## src/rtl/updn_cnt_pkg.sv

```systemverilog
// Package: shared action encoding for the dual-strobe counter.
// Assumes: every module of the counter imports this package.
package updn_cnt_pkg;

    // Action the count register performs on the next clock edge.
    typedef enum logic [2:0] {
        ACT_HOLD  = 3'd0,
        ACT_INC   = 3'd1,
        ACT_DEC   = 3'd2,
        ACT_CLEAR = 3'd3,
        ACT_LOAD  = 3'd4
    } cnt_act_e;

endpackage

```

## src/rtl/strobe_sync.sv

```systemverilog
// Module: strobe_sync
// Passes an asynchronous strobe through a chain of flops and flags its rising edge.
// Assumes: the strobe idles high, so the chain resets to ones and reset creates no false edge.
module strobe_sync #(
    parameter int STAGES = 2
) (
    input  logic clk,
    input  logic rst_n,
    input  logic strobe_i,
    output logic level_o,
    output logic rise_o
);
    localparam int LAST = STAGES - 1;

    logic [LAST:0] chain_q;
    logic          prev_q;

    // The first stage samples the raw strobe.
    always_ff @(posedge clk) begin
        if (!rst_n) chain_q[0] <= 1'b1;
        else        chain_q[0] <= strobe_i;
    end

    // Each later stage copies the stage before it.
    generate
        for (genvar g = 1; g < STAGES; g++) begin : g_stage
            always_ff @(posedge clk) begin
                if (!rst_n) chain_q[g] <= 1'b1;
                else        chain_q[g] <= chain_q[g-1];
            end
        end
    endgenerate

    // Hold the synchronized level of the previous cycle for edge detection.
    always_ff @(posedge clk) begin
        if (!rst_n) prev_q <= 1'b1;
        else        prev_q <= chain_q[LAST];
    end

    assign level_o = chain_q[LAST];
    assign rise_o  = chain_q[LAST] & ~prev_q;

    // A rise is a one-cycle pulse, never on two cycles in a row (supports R1, R2).
    assert_rise_single_R1: assert property (@(posedge clk) disable iff (!rst_n)
        rise_o |=> !rise_o);
endmodule

```

## src/rtl/step_ctrl.sv

```systemverilog
// Module: step_ctrl
// Picks the action for the count register: clear, preset, step up, step down, or hold.
// Assumes: clear_i and load_n_i are synchronous to clk. Strobe levels and rises come from strobe_sync.
module step_ctrl
    import updn_cnt_pkg::*;
(
    input  logic     clk,
    input  logic     rst_n,
    input  logic     clear_i,
    input  logic     load_n_i,
    input  logic     up_lvl_i,
    input  logic     up_rise_i,
    input  logic     dn_lvl_i,
    input  logic     dn_rise_i,
    output cnt_act_e act_o
);
    logic override;
    logic block_q;
    logic up_ok;
    logic dn_ok;

    assign override = clear_i | ~load_n_i;
    assign up_ok    = up_rise_i & ~dn_rise_i & dn_lvl_i;
    assign dn_ok    = dn_rise_i & ~up_rise_i & up_lvl_i;

    // Remember whether an override was active so the release cycle takes no count.
    always_ff @(posedge clk) begin
        if (!rst_n) block_q <= 1'b0;
        else        block_q <= override;
    end

    // Priority: clear, then preset, then the release block, then a valid edge.
    always_comb begin
        if (clear_i)        act_o = ACT_CLEAR;
        else if (!load_n_i) act_o = ACT_LOAD;
        else if (block_q)   act_o = ACT_HOLD;
        else if (up_ok)     act_o = ACT_INC;
        else if (dn_ok)     act_o = ACT_DEC;
        else                act_o = ACT_HOLD;
    end

    // Edges on both strobes together never step the count.
    assert_both_rise_hold_R8: assert property (@(posedge clk) disable iff (!rst_n)
        (up_rise_i && dn_rise_i) |-> (act_o != ACT_INC && act_o != ACT_DEC));
    // An edge on the cycle right after an override is released never steps.
    assert_release_hold_R9: assert property (@(posedge clk) disable iff (!rst_n)
        (!clear_i && load_n_i && $past(clear_i || !load_n_i)) |-> act_o == ACT_HOLD);
    // A step up needs the down strobe high.
    assert_inc_needs_dn_high_R8: assert property (@(posedge clk) disable iff (!rst_n)
        (act_o == ACT_INC) |-> dn_lvl_i);
endmodule

```

## src/rtl/count_reg.sv

```systemverilog
// Module: count_reg
// Holds the count and applies the chosen action on each system clock edge.
// Assumes: the action arrives from step_ctrl in the same cycle.
module count_reg
    import updn_cnt_pkg::*;
#(
    parameter int WIDTH = 4
) (
    input  logic             clk,
    input  logic             rst_n,
    input  cnt_act_e         act_i,
    input  logic [WIDTH-1:0] data_i,
    output logic [WIDTH-1:0] count_o
);
    localparam logic [WIDTH-1:0] ONE = WIDTH'(1);

    logic [WIDTH-1:0] count_q;

    // Update the count; the add and subtract wrap by width.
    always_ff @(posedge clk) begin
        if (!rst_n) begin
            count_q <= '0;
        end else begin
            case (act_i)
                ACT_CLEAR: count_q <= '0;
                ACT_LOAD:  count_q <= data_i;
                ACT_INC:   count_q <= count_q + ONE;
                ACT_DEC:   count_q <= count_q - ONE;
                default:   count_q <= count_q;
            endcase
        end
    end

    assign count_o = count_q;

    // The count moves by at most one step unless it is cleared or preset.
    assert_single_step_R3: assert property (@(posedge clk) disable iff (!rst_n)
        (act_i != ACT_CLEAR && act_i != ACT_LOAD) |=>
        (count_o == $past(count_o) || count_o == $past(count_o) + ONE ||
         count_o == $past(count_o) - ONE));
endmodule

```

## src/rtl/limit_gen.sv

```systemverilog
// Module: limit_gen
// Forms the active-low carry and borrow outputs from the count and the synchronized strobe levels.
// Assumes: the outputs are combinational, so they add no register delay to a cascade.
module limit_gen #(
    parameter int WIDTH = 4
) (
    input  logic             clk,
    input  logic             rst_n,
    input  logic [WIDTH-1:0] count_i,
    input  logic             up_lvl_i,
    input  logic             dn_lvl_i,
    output logic             carry_n_o,
    output logic             borrow_n_o
);
    localparam logic [WIDTH-1:0] TOP = {WIDTH{1'b1}};

    // Copy the low phase of each strobe at its limit.
    always_comb begin
        carry_n_o  = ~((count_i == TOP) & ~up_lvl_i);
        borrow_n_o = ~((count_i == '0)  & ~dn_lvl_i);
    end

    // Carry is low only at the all-ones count.
    assert_carry_at_top_R6: assert property (@(posedge clk) disable iff (!rst_n)
        !carry_n_o |-> (count_i == TOP && !up_lvl_i));
    // Carry stays high while the up strobe is high.
    assert_carry_high_R6: assert property (@(posedge clk) disable iff (!rst_n)
        up_lvl_i |-> carry_n_o);
    // Borrow is low only at the zero count.
    assert_borrow_at_zero_R7: assert property (@(posedge clk) disable iff (!rst_n)
        !borrow_n_o |-> (count_i == '0 && !dn_lvl_i));
endmodule

```

## src/rtl/updn_strobe_counter.sv

```systemverilog
// Module: updn_strobe_counter
// Top of the dual-strobe presettable up/down counter with ripple-cascade limit outputs.
// Assumes: one system clock; clear_i, load_n_i and data_i are synchronous to it; strobes may be asynchronous.
module updn_strobe_counter
    import updn_cnt_pkg::*;
#(
    parameter int WIDTH       = 4,
    parameter int SYNC_STAGES = 2
) (
    input  logic             clk,
    input  logic             rst_n,
    input  logic             up_stb_i,
    input  logic             dn_stb_i,
    input  logic             clear_i,
    input  logic             load_n_i,
    input  logic [WIDTH-1:0] data_i,
    output logic [WIDTH-1:0] count_o,
    output logic             carry_n_o,
    output logic             borrow_n_o
);
    logic     up_lvl, up_rise, dn_lvl, dn_rise;
    cnt_act_e act;

    strobe_sync #(.STAGES(SYNC_STAGES)) u_up_sync (
        .clk(clk), .rst_n(rst_n), .strobe_i(up_stb_i),
        .level_o(up_lvl), .rise_o(up_rise)
    );

    strobe_sync #(.STAGES(SYNC_STAGES)) u_dn_sync (
        .clk(clk), .rst_n(rst_n), .strobe_i(dn_stb_i),
        .level_o(dn_lvl), .rise_o(dn_rise)
    );

    step_ctrl u_ctrl (
        .clk(clk), .rst_n(rst_n), .clear_i(clear_i), .load_n_i(load_n_i),
        .up_lvl_i(up_lvl), .up_rise_i(up_rise), .dn_lvl_i(dn_lvl), .dn_rise_i(dn_rise),
        .act_o(act)
    );

    count_reg #(.WIDTH(WIDTH)) u_count (
        .clk(clk), .rst_n(rst_n), .act_i(act), .data_i(data_i), .count_o(count_o)
    );

    limit_gen #(.WIDTH(WIDTH)) u_limit (
        .clk(clk), .rst_n(rst_n), .count_i(count_o), .up_lvl_i(up_lvl), .dn_lvl_i(dn_lvl),
        .carry_n_o(carry_n_o), .borrow_n_o(borrow_n_o)
    );

    // Clear forces zero on the next edge.
    assert_clear_zero_R4: assert property (@(posedge clk) disable iff (!rst_n)
        clear_i |=> count_o == '0);
    // Preset copies the data word when clear is inactive.
    assert_load_copy_R5: assert property (@(posedge clk) disable iff (!rst_n)
        (!clear_i && !load_n_i) |=> count_o == $past(data_i));
endmodule

```

## config.mk

```make
export PLATFORM = sky130hd
export DESIGN_NAME = updn_strobe_counter
export DESIGN_NICKNAME = d
export VERILOG_FILES = /design/src/rtl/updn_cnt_pkg.sv /design/src/rtl/strobe_sync.sv /design/src/rtl/step_ctrl.sv /design/src/rtl/count_reg.sv /design/src/rtl/limit_gen.sv /design/src/rtl/updn_strobe_counter.sv
export SDC_FILE = /design/constraint.sdc
export NUM_CORES = 1
export LEC_CHECK = 0
export ABC_AREA = 1
export BUFFER_PORTS_ARGS = -buffer_cell sky130_fd_sc_hd__buf_2
export CAP_MARGIN = 0
export CORE_AREA = 2 2 39 41
export DETAILED_ROUTE_END_ITERATION = 6
export DIE_AREA = 0 0 41 43
export GPL_TIMING_DRIVEN = 1
export PLACE_DENSITY_LB_ADDON = 0.25
export SLEW_MARGIN = 10
export SYNTH_ARGS = -nofsm -noshare
export SYNTH_HDL_FRONTEND = slang
export SYNTH_SLANG_ARGS = --single-unit
```

## constraint.sdc

```tcl
create_clock -name clk -period 1.9 [get_ports clk]
set_input_delay 0.38 -clock clk [delete_from_list [all_inputs] [get_ports clk]]
set_output_delay 0.38 -clock clk [all_outputs]
set_load 0.01 [all_outputs]
```

# [Yosys cells after proc, flatten, opt, wreduce, memory -nomap -nowiden]
# Index checks and enable logic that the tools add are counted.
[totals] register_bits=11 inputBits=10 out_inout_bits=6 elab_cells=41
[op_classes] addsub=2 eq_ne=5 muxes=6 bitwise_logic=18 n_reduce_logical=2
[ops] operator="$pmux 4 s4" count=1
[ops] operator="$mux 3" count=4
[ops] operator="$not 1->1" count=9
[ops] operator="$and 1x1->1" count=8
[ops] operator="$eq 3x2->1 const B" count=2
[ops] operator="$add 4x1->4 const B" count=1
[ops] operator="$eq 4x4->1 const B" count=1
[ops] operator="$logic_not 4->1" count=1
[ops] operator="$reduce_bool 4->1" count=1
[ops] operator="$sub 4x1->4 const B" count=1
[ops] operator="$eq 3x1->1 const B" count=1
[ops] operator="$eq 3x3->1 const B" count=1
[ops] operator="$mux 2" count=1
[ops] operator="$or 1x1->1" count=1

# [Depth between registers and ports, before layout]
[depth] word_depth=12 depth_mapped=14 depth_no_buf=14

# [By module]
# From an unflattened synthesis, not the netlist that was laid out.
[unflattened] cells_unflattened=98 area_unflattened_um2=641.9
[modules_own_cells] module="count_reg" n_inst=1 cells_each=52 area_per_inst_um2=342.8 seq_area_each_um2=80.1
[modules_own_cells] module="strobe_sync" n_inst=2 cells_each=10 area_per_inst_um2=88.8 seq_area_each_um2=60.1
[modules_own_cells] module="step_ctrl" n_inst=1 cells_each=17 area_per_inst_um2=86.3 seq_area_each_um2=20.0
[modules_own_cells] module="limit_gen" n_inst=1 cells_each=9 area_per_inst_um2=35.0 seq_area_each_um2=0.0

# [Worst setup path before layout]
# OpenSTA, ideal clock, no wires.
[synth_timing] kind="input port to flip-flop" startpoint="input port load_n_i" endpoint="register u_count.count_q[3] (netlist: u_count.count_o[3])" setup_ns=0.109 t_arrival_ns=1.623 required_ns=1.791 path_slack_ns=0.168 cell_stages=13 n_path_buf=0 cell_sequence="nand2_1 > inv_2 > nand3_4 > nor2_2 > ha_1 > a21oi_1 > nand3_1 > nand2_1 > inv_1 > nand2_1 > nand3_2 > nand2_1 > inv_1"
[synth_between] elab_chain_len=4 word_cells_on_any_way=8 classes_between="eq/ne: 4; mux: 3; reduce/logical: 1"
[synth_lines] item="from (decl)" line="updn_strobe_counter.sv:15" rtl="input logic load_n_i,"
[synth_lines] item="$mux 3 (*)" line="step_ctrl.sv:35" rtl="else if (!load_n_i) act_o = ACT_LOAD;"
[synth_lines] item="$mux 3 (*)" line="step_ctrl.sv:34" rtl="if (clear_i) act_o = ACT_CLEAR;"
[synth_lines] item="$eq 3x2->1 (tied with other cells)" line="count_reg.sv:24" rtl="case (act_i)"
[synth_lines] item="$pmux 4 s4 or $reduce_bool 4->1 (tied branches)"
[synth_lines] item="to (signal assigned)" line="count_reg.sv:26" rtl="ACT_LOAD: count_q <= data_i;"
[synth_lines] item="to (signal assigned)" line="count_reg.sv:27" rtl="ACT_INC: count_q <= count_q + ONE;"
[synth_lines] item="to (signal assigned)" line="count_reg.sv:28" rtl="ACT_DEC: count_q <= count_q - ONE;"
[synth_lines] item="to (decl)" line="count_reg.sv:17" rtl="logic [WIDTH-1:0] count_q;"
# Every way passes the cells marked *; elsewhere a longest branch is shown, timed or not.
# A chain may end at the register's enable or synchronous reset.

# [Worst setup path after layout]
[layout_timing] startpoint="register u_dn_sync.chain_q[1] (netlist: u_dn_sync.level_o)" endpoint="register u_count.count_q[3] (netlist: u_count.count_o[3])"
[layout_between] elab_chain_len=10 word_cells_on_any_way=17 classes_between="eq/ne: 4; mux: 6; bitwise: 6; reduce/logical: 1"
[layout_lines] item="from (decl)" line="strobe_sync.sv:15" rtl="logic [LAST:0] chain_q;"
[layout_lines] item="from (signal, indexed assignment)" line="strobe_sync.sv:29" rtl="else chain_q[g] <= chain_q[g-1];"
[layout_lines] item="$and 1x1->1" line="strobe_sync.sv:41" rtl="assign rise_o = chain_q[LAST] & ~prev_q;"
[layout_lines] item="$and 1x1->1 or $not 1->1 (tied branches)" line="step_ctrl.sv:24, step_ctrl.sv:23"
[layout_lines] item="$and 1x1->1 (on tied branches)" line="step_ctrl.sv:24, step_ctrl.sv:23"
[layout_lines] item="$mux 2 or $and 1x1->1 (tied branches)" line="step_ctrl.sv:38, step_ctrl.sv:23"
[layout_lines] item="$mux 3 (*)" line="step_ctrl.sv:37" rtl="else if (up_ok) act_o = ACT_INC;"
[layout_lines] item="$mux 3 (*)" line="step_ctrl.sv:36" rtl="else if (block_q) act_o = ACT_HOLD;"
[layout_lines] item="$mux 3 (*)" line="step_ctrl.sv:35"
[layout_lines] item="$mux 3 (*)" line="step_ctrl.sv:34"
[layout_lines] item="$eq 3x2->1 (tied with other cells)" line="count_reg.sv:24"
[layout_lines] item="$pmux 4 s4 or $reduce_bool 4->1 (tied branches)"
# Marked as above.

==> out/qor.csv <==
stage,metric,value,unit
worst_setup_path,r2r_end,u_count.count_o[3]$_SDFFE_PN0P_,
layout,area_growth,23.85,%
floorplanning,core_region_area,1384,um^2
layout,nNetsFinal,120,
placement,routabilityCongestion,0.8142,
floorplanning,fp.dieW,41,um
layout,multi_input_area,360.3,um^2
min_path,min_from,up_stb_i,
layout,postLayoutCellArea,773.2,um^2
layout,regArea,222.7,um^2
synthesis,syn_nets,98,
floorplanning,row_count,14,
worst_setup_path,slowest_delay,350,ps
worst_setup_path,r2r_start,u_dn_sync.level_o$_SDFF_PN1_,
synthesis,syn_area,624.3,um^2
placement,dpl_cell_area,734.5,um^2
routing,wl_per_cell,9.484,um
timing,finalClockSkew,1.610,ps
synthesis,ys_seq_elements,11,
timing,finalSetupTns,0,ps
routing,wirelength,1.157,mm
timing,period_share,89.39,%
power_and_ir_drop,leakage,0.4202,nW
worst_setup_path,cp-end-kind,register,
min_path,holdPathStages,2,
grt,grt_overflow,0,
min_path,hold_class,input port to register,
routing,vias_per_cell,4.697,
synthesis,synth-seq-area-share,35.27,%
floorplanning,dieArea,1763,um^2
layout,layout_commonest_cell,nand2_1,
synthesis,yosysWarnings,0,
placement,dp.cells,118,
layout,antennaDiodeCount,0,
placement,dp_hpwl,933.2,um
floorplanning,start_util,45.12,%
placement,port_buffers,15,
layout,layout-drive-gt1-share,40.57,%
worst_setup_path,crit_chain,inv_2 -> nor2_4 -> nand3_4 -> nor2_4 -> buf_4 -> ha_1 -> nand3_1 -> nand2_1 -> nand2_1 -> nand2_1 -> nand2_1 -> nand3_2 -> nand2_1 -> inv_1,
clock_tree,cts_buffer_depth,2,
clock_tree,htree_levels,1,
floorplanning,num_io_pins,16,
routing,drtIter0Drc,10,
layout,final_cell_mix,"nand2_1 (18), buf_2 (15), inv_1 (10)",
worst_setup_path,worstSetupStartpointType,register,
status,status,finished clean,
power_and_ir_drop,ir_drop,0.0004259,V
min_path,holdPathEnd,u_up_sync.chain_q[0]$_SDFF_PN1_,
clock_tree,clkLatencyLatePin,270,ps
timing,post-route-min-period,1698,ps
grt,grt_pass1_vias,482,
clock_tree,cts_setup_buffers,0,
clock_tree,clock_sinks,11,
worst_setup_path,critPathMostFrequentCell,nand2_1,
grt,grtUsageTotal,17.29,%
grt,antenna_found_initial,0,
synthesis,synth_cell_type_count,18,
clock_tree,cts_tree,built,
timing,drv_slew,0,
grt,grt_pass1_wl,2.035,mm
worst_setup_path,rr_worst_depth,14,
clock_tree,ctsHoldBuffers,0,
timing,tightestPinTransition,260.2,ps
worst_setup_path,crit_fanout,4,
synthesis,avgSynthCellArea,7.345,um^2
routing,dr.pass1.iters,4,
flow_run,cap_viol_max_count,0,
clock_tree,cts-buffers-inserted,3,
worst_setup_path,crit_path_top_delay_cell,dfxtp_2,
clock_tree,cts.clk_slew.worst_paths,70,ps
clock_tree,cts_root_buf,clkbuf_4,
power_and_ir_drop,powerDensity,647.4,nW/um^2
worst_setup_path,crit_arrival,1880,ps
timing,setup_viol,0,
synthesis,syn_inst,85,
timing,rsz0062_at_grt,false,
grt,grt_max_degree,9,
worst_setup_path,required,2080,ps
routing,drc,0,
timing,relSlewSlack,82.63,%
worst_setup_path,crit_type,register to register,
timing,hold_viol,0,
routing,via_count,573,
layout,layout.cells.non_filler,122,
clock_tree,cts.repair.resized,0,
layout,fill_cells,146,
timing,max_freq,588.8,MHz
floorplanning,die_y,43,um
worst_setup_path,ff2ff_setup_slack,200,ps
routing,ant_nets,0,
[where the power goes]
group	leakage [nW]	switching (mW)	internal [mW]
combinational	0.312	0.0461	0.0365
clock	0.0177	0.0837	0.0782
sequential	0.0902	0.0128	0.243
[area by class of cell]
cell class	instances	share of cell area, %
repair buffers	17	11.65
clock inverters	1	0.6472
flip-flops and latches	11	28.80
inverters	14	6.796
clock buffers	3	2.913
well taps	16	2.589
multi-input cells	60	46.60
[cells in the mapped netlist (all sizes together)]
| cell | n | area, um^2 |
|---|---|---|
| a21oi | 4 | 20.02 |
| nor2 | 13 | 66.31 |
| nor3 | 2 | 10.01 |
| o21ai | 3 | 15.01 |
| xor2 | 1 | 8.760 |
| dfxtp | 11 | 220.2 |
| nand3 | 9 | 75.07 |
| ha | 2 | 25.02 |
| or2 | 5 | 31.28 |
| inv | 14 | 52.55 |
| nand2 | 20 | 80.07 |
| fa | 1 | 20.02 |
[worst max path at each step]
stage | cells past startpoint | from | end
4_1_cts | 13 | u_up_sync.level_o$_SDFF_PN1_ | u_count.count_o[3]$_SDFFE_PN0P_
2_1_floorplan | 13 | load_n_i | u_count.count_o[3]$_SDFFE_PN0P_
6_report | 14 | u_dn_sync.level_o$_SDFF_PN1_ | u_count.count_o[3]$_SDFFE_PN0P_
3_5_place_dp | 14 | load_n_i | u_count.count_o[3]$_SDFFE_PN0P_
3_3_place_gp | 14 | load_n_i | u_count.count_o[3]$_SDFFE_PN0P_
5_1_grt | 14 | u_dn_sync.level_o$_SDFF_PN1_ | u_count.count_o[3]$_SDFFE_PN0P_
[metal layers]
metal | GRT usage (%) | part of all wire (%)
met5 | 0 | 0
met4 | 8.000 | 1.6
met3 | 4.712 | 6.5
met1 | 24.01 | 44
met2 | 24.06 | 48
[logic make-up (layout without fill, tap and decap cells)]
family | count (synthesis) | count (layout) | synth area share, %
buffers and inverters | 14 | 35 | 8.417
XOR/XNOR | 1 | 1 | 1.403
AO/OA/AOI/OAI | 7 | 7 | 5.611
adder cells (fa/ha/maj) | 3 | 3 | 7.214
flip-flops | 11 | 11 | 35.27
AND/OR/NAND/NOR | 49 | 49 | 42.08
[critical path: cells and delay by family, from the launching register on]
family / cells / cell delay (ps)
adder cells (fa/ha/maj): 1 / 220
buffers and inverters: 3 / 220
flip-flops: 1 / 350
AND/OR/NAND/NOR: 10 / 820
[per-stage QoR]
stage / power [mW] / worst slack (ps) / hold slack (ps) / util [%]
final: 0.5006 / 201.7 / 285.1 / 55.88
after global routing: 0.5339 / 16.58 / 285.7 / 55.88
after CTS: 0.5068 / 95.80 / 283.0 / 55.06
after detailed placement: 0.3436 / 34.38 / 403.8 / 53.07
after global placement: 0.3418 / 50.48 / 393.4 / 53.07
after floorplan: 0.3148 / 168.0 / 392.5 / -
[flip-flops by register name, indices dropped and copies added (netlist names)]
register,flops
u_count.count_o,4
u_ctrl.block_q,1
u_dn_sync.chain_q,1
u_dn_sync.level_o,1
u_dn_sync.prev_q,1
u_up_sync.chain_q,1
u_up_sync.level_o,1
u_up_sync.prev_q,1
No activity file was read; power rests on OpenSTA's default activity.
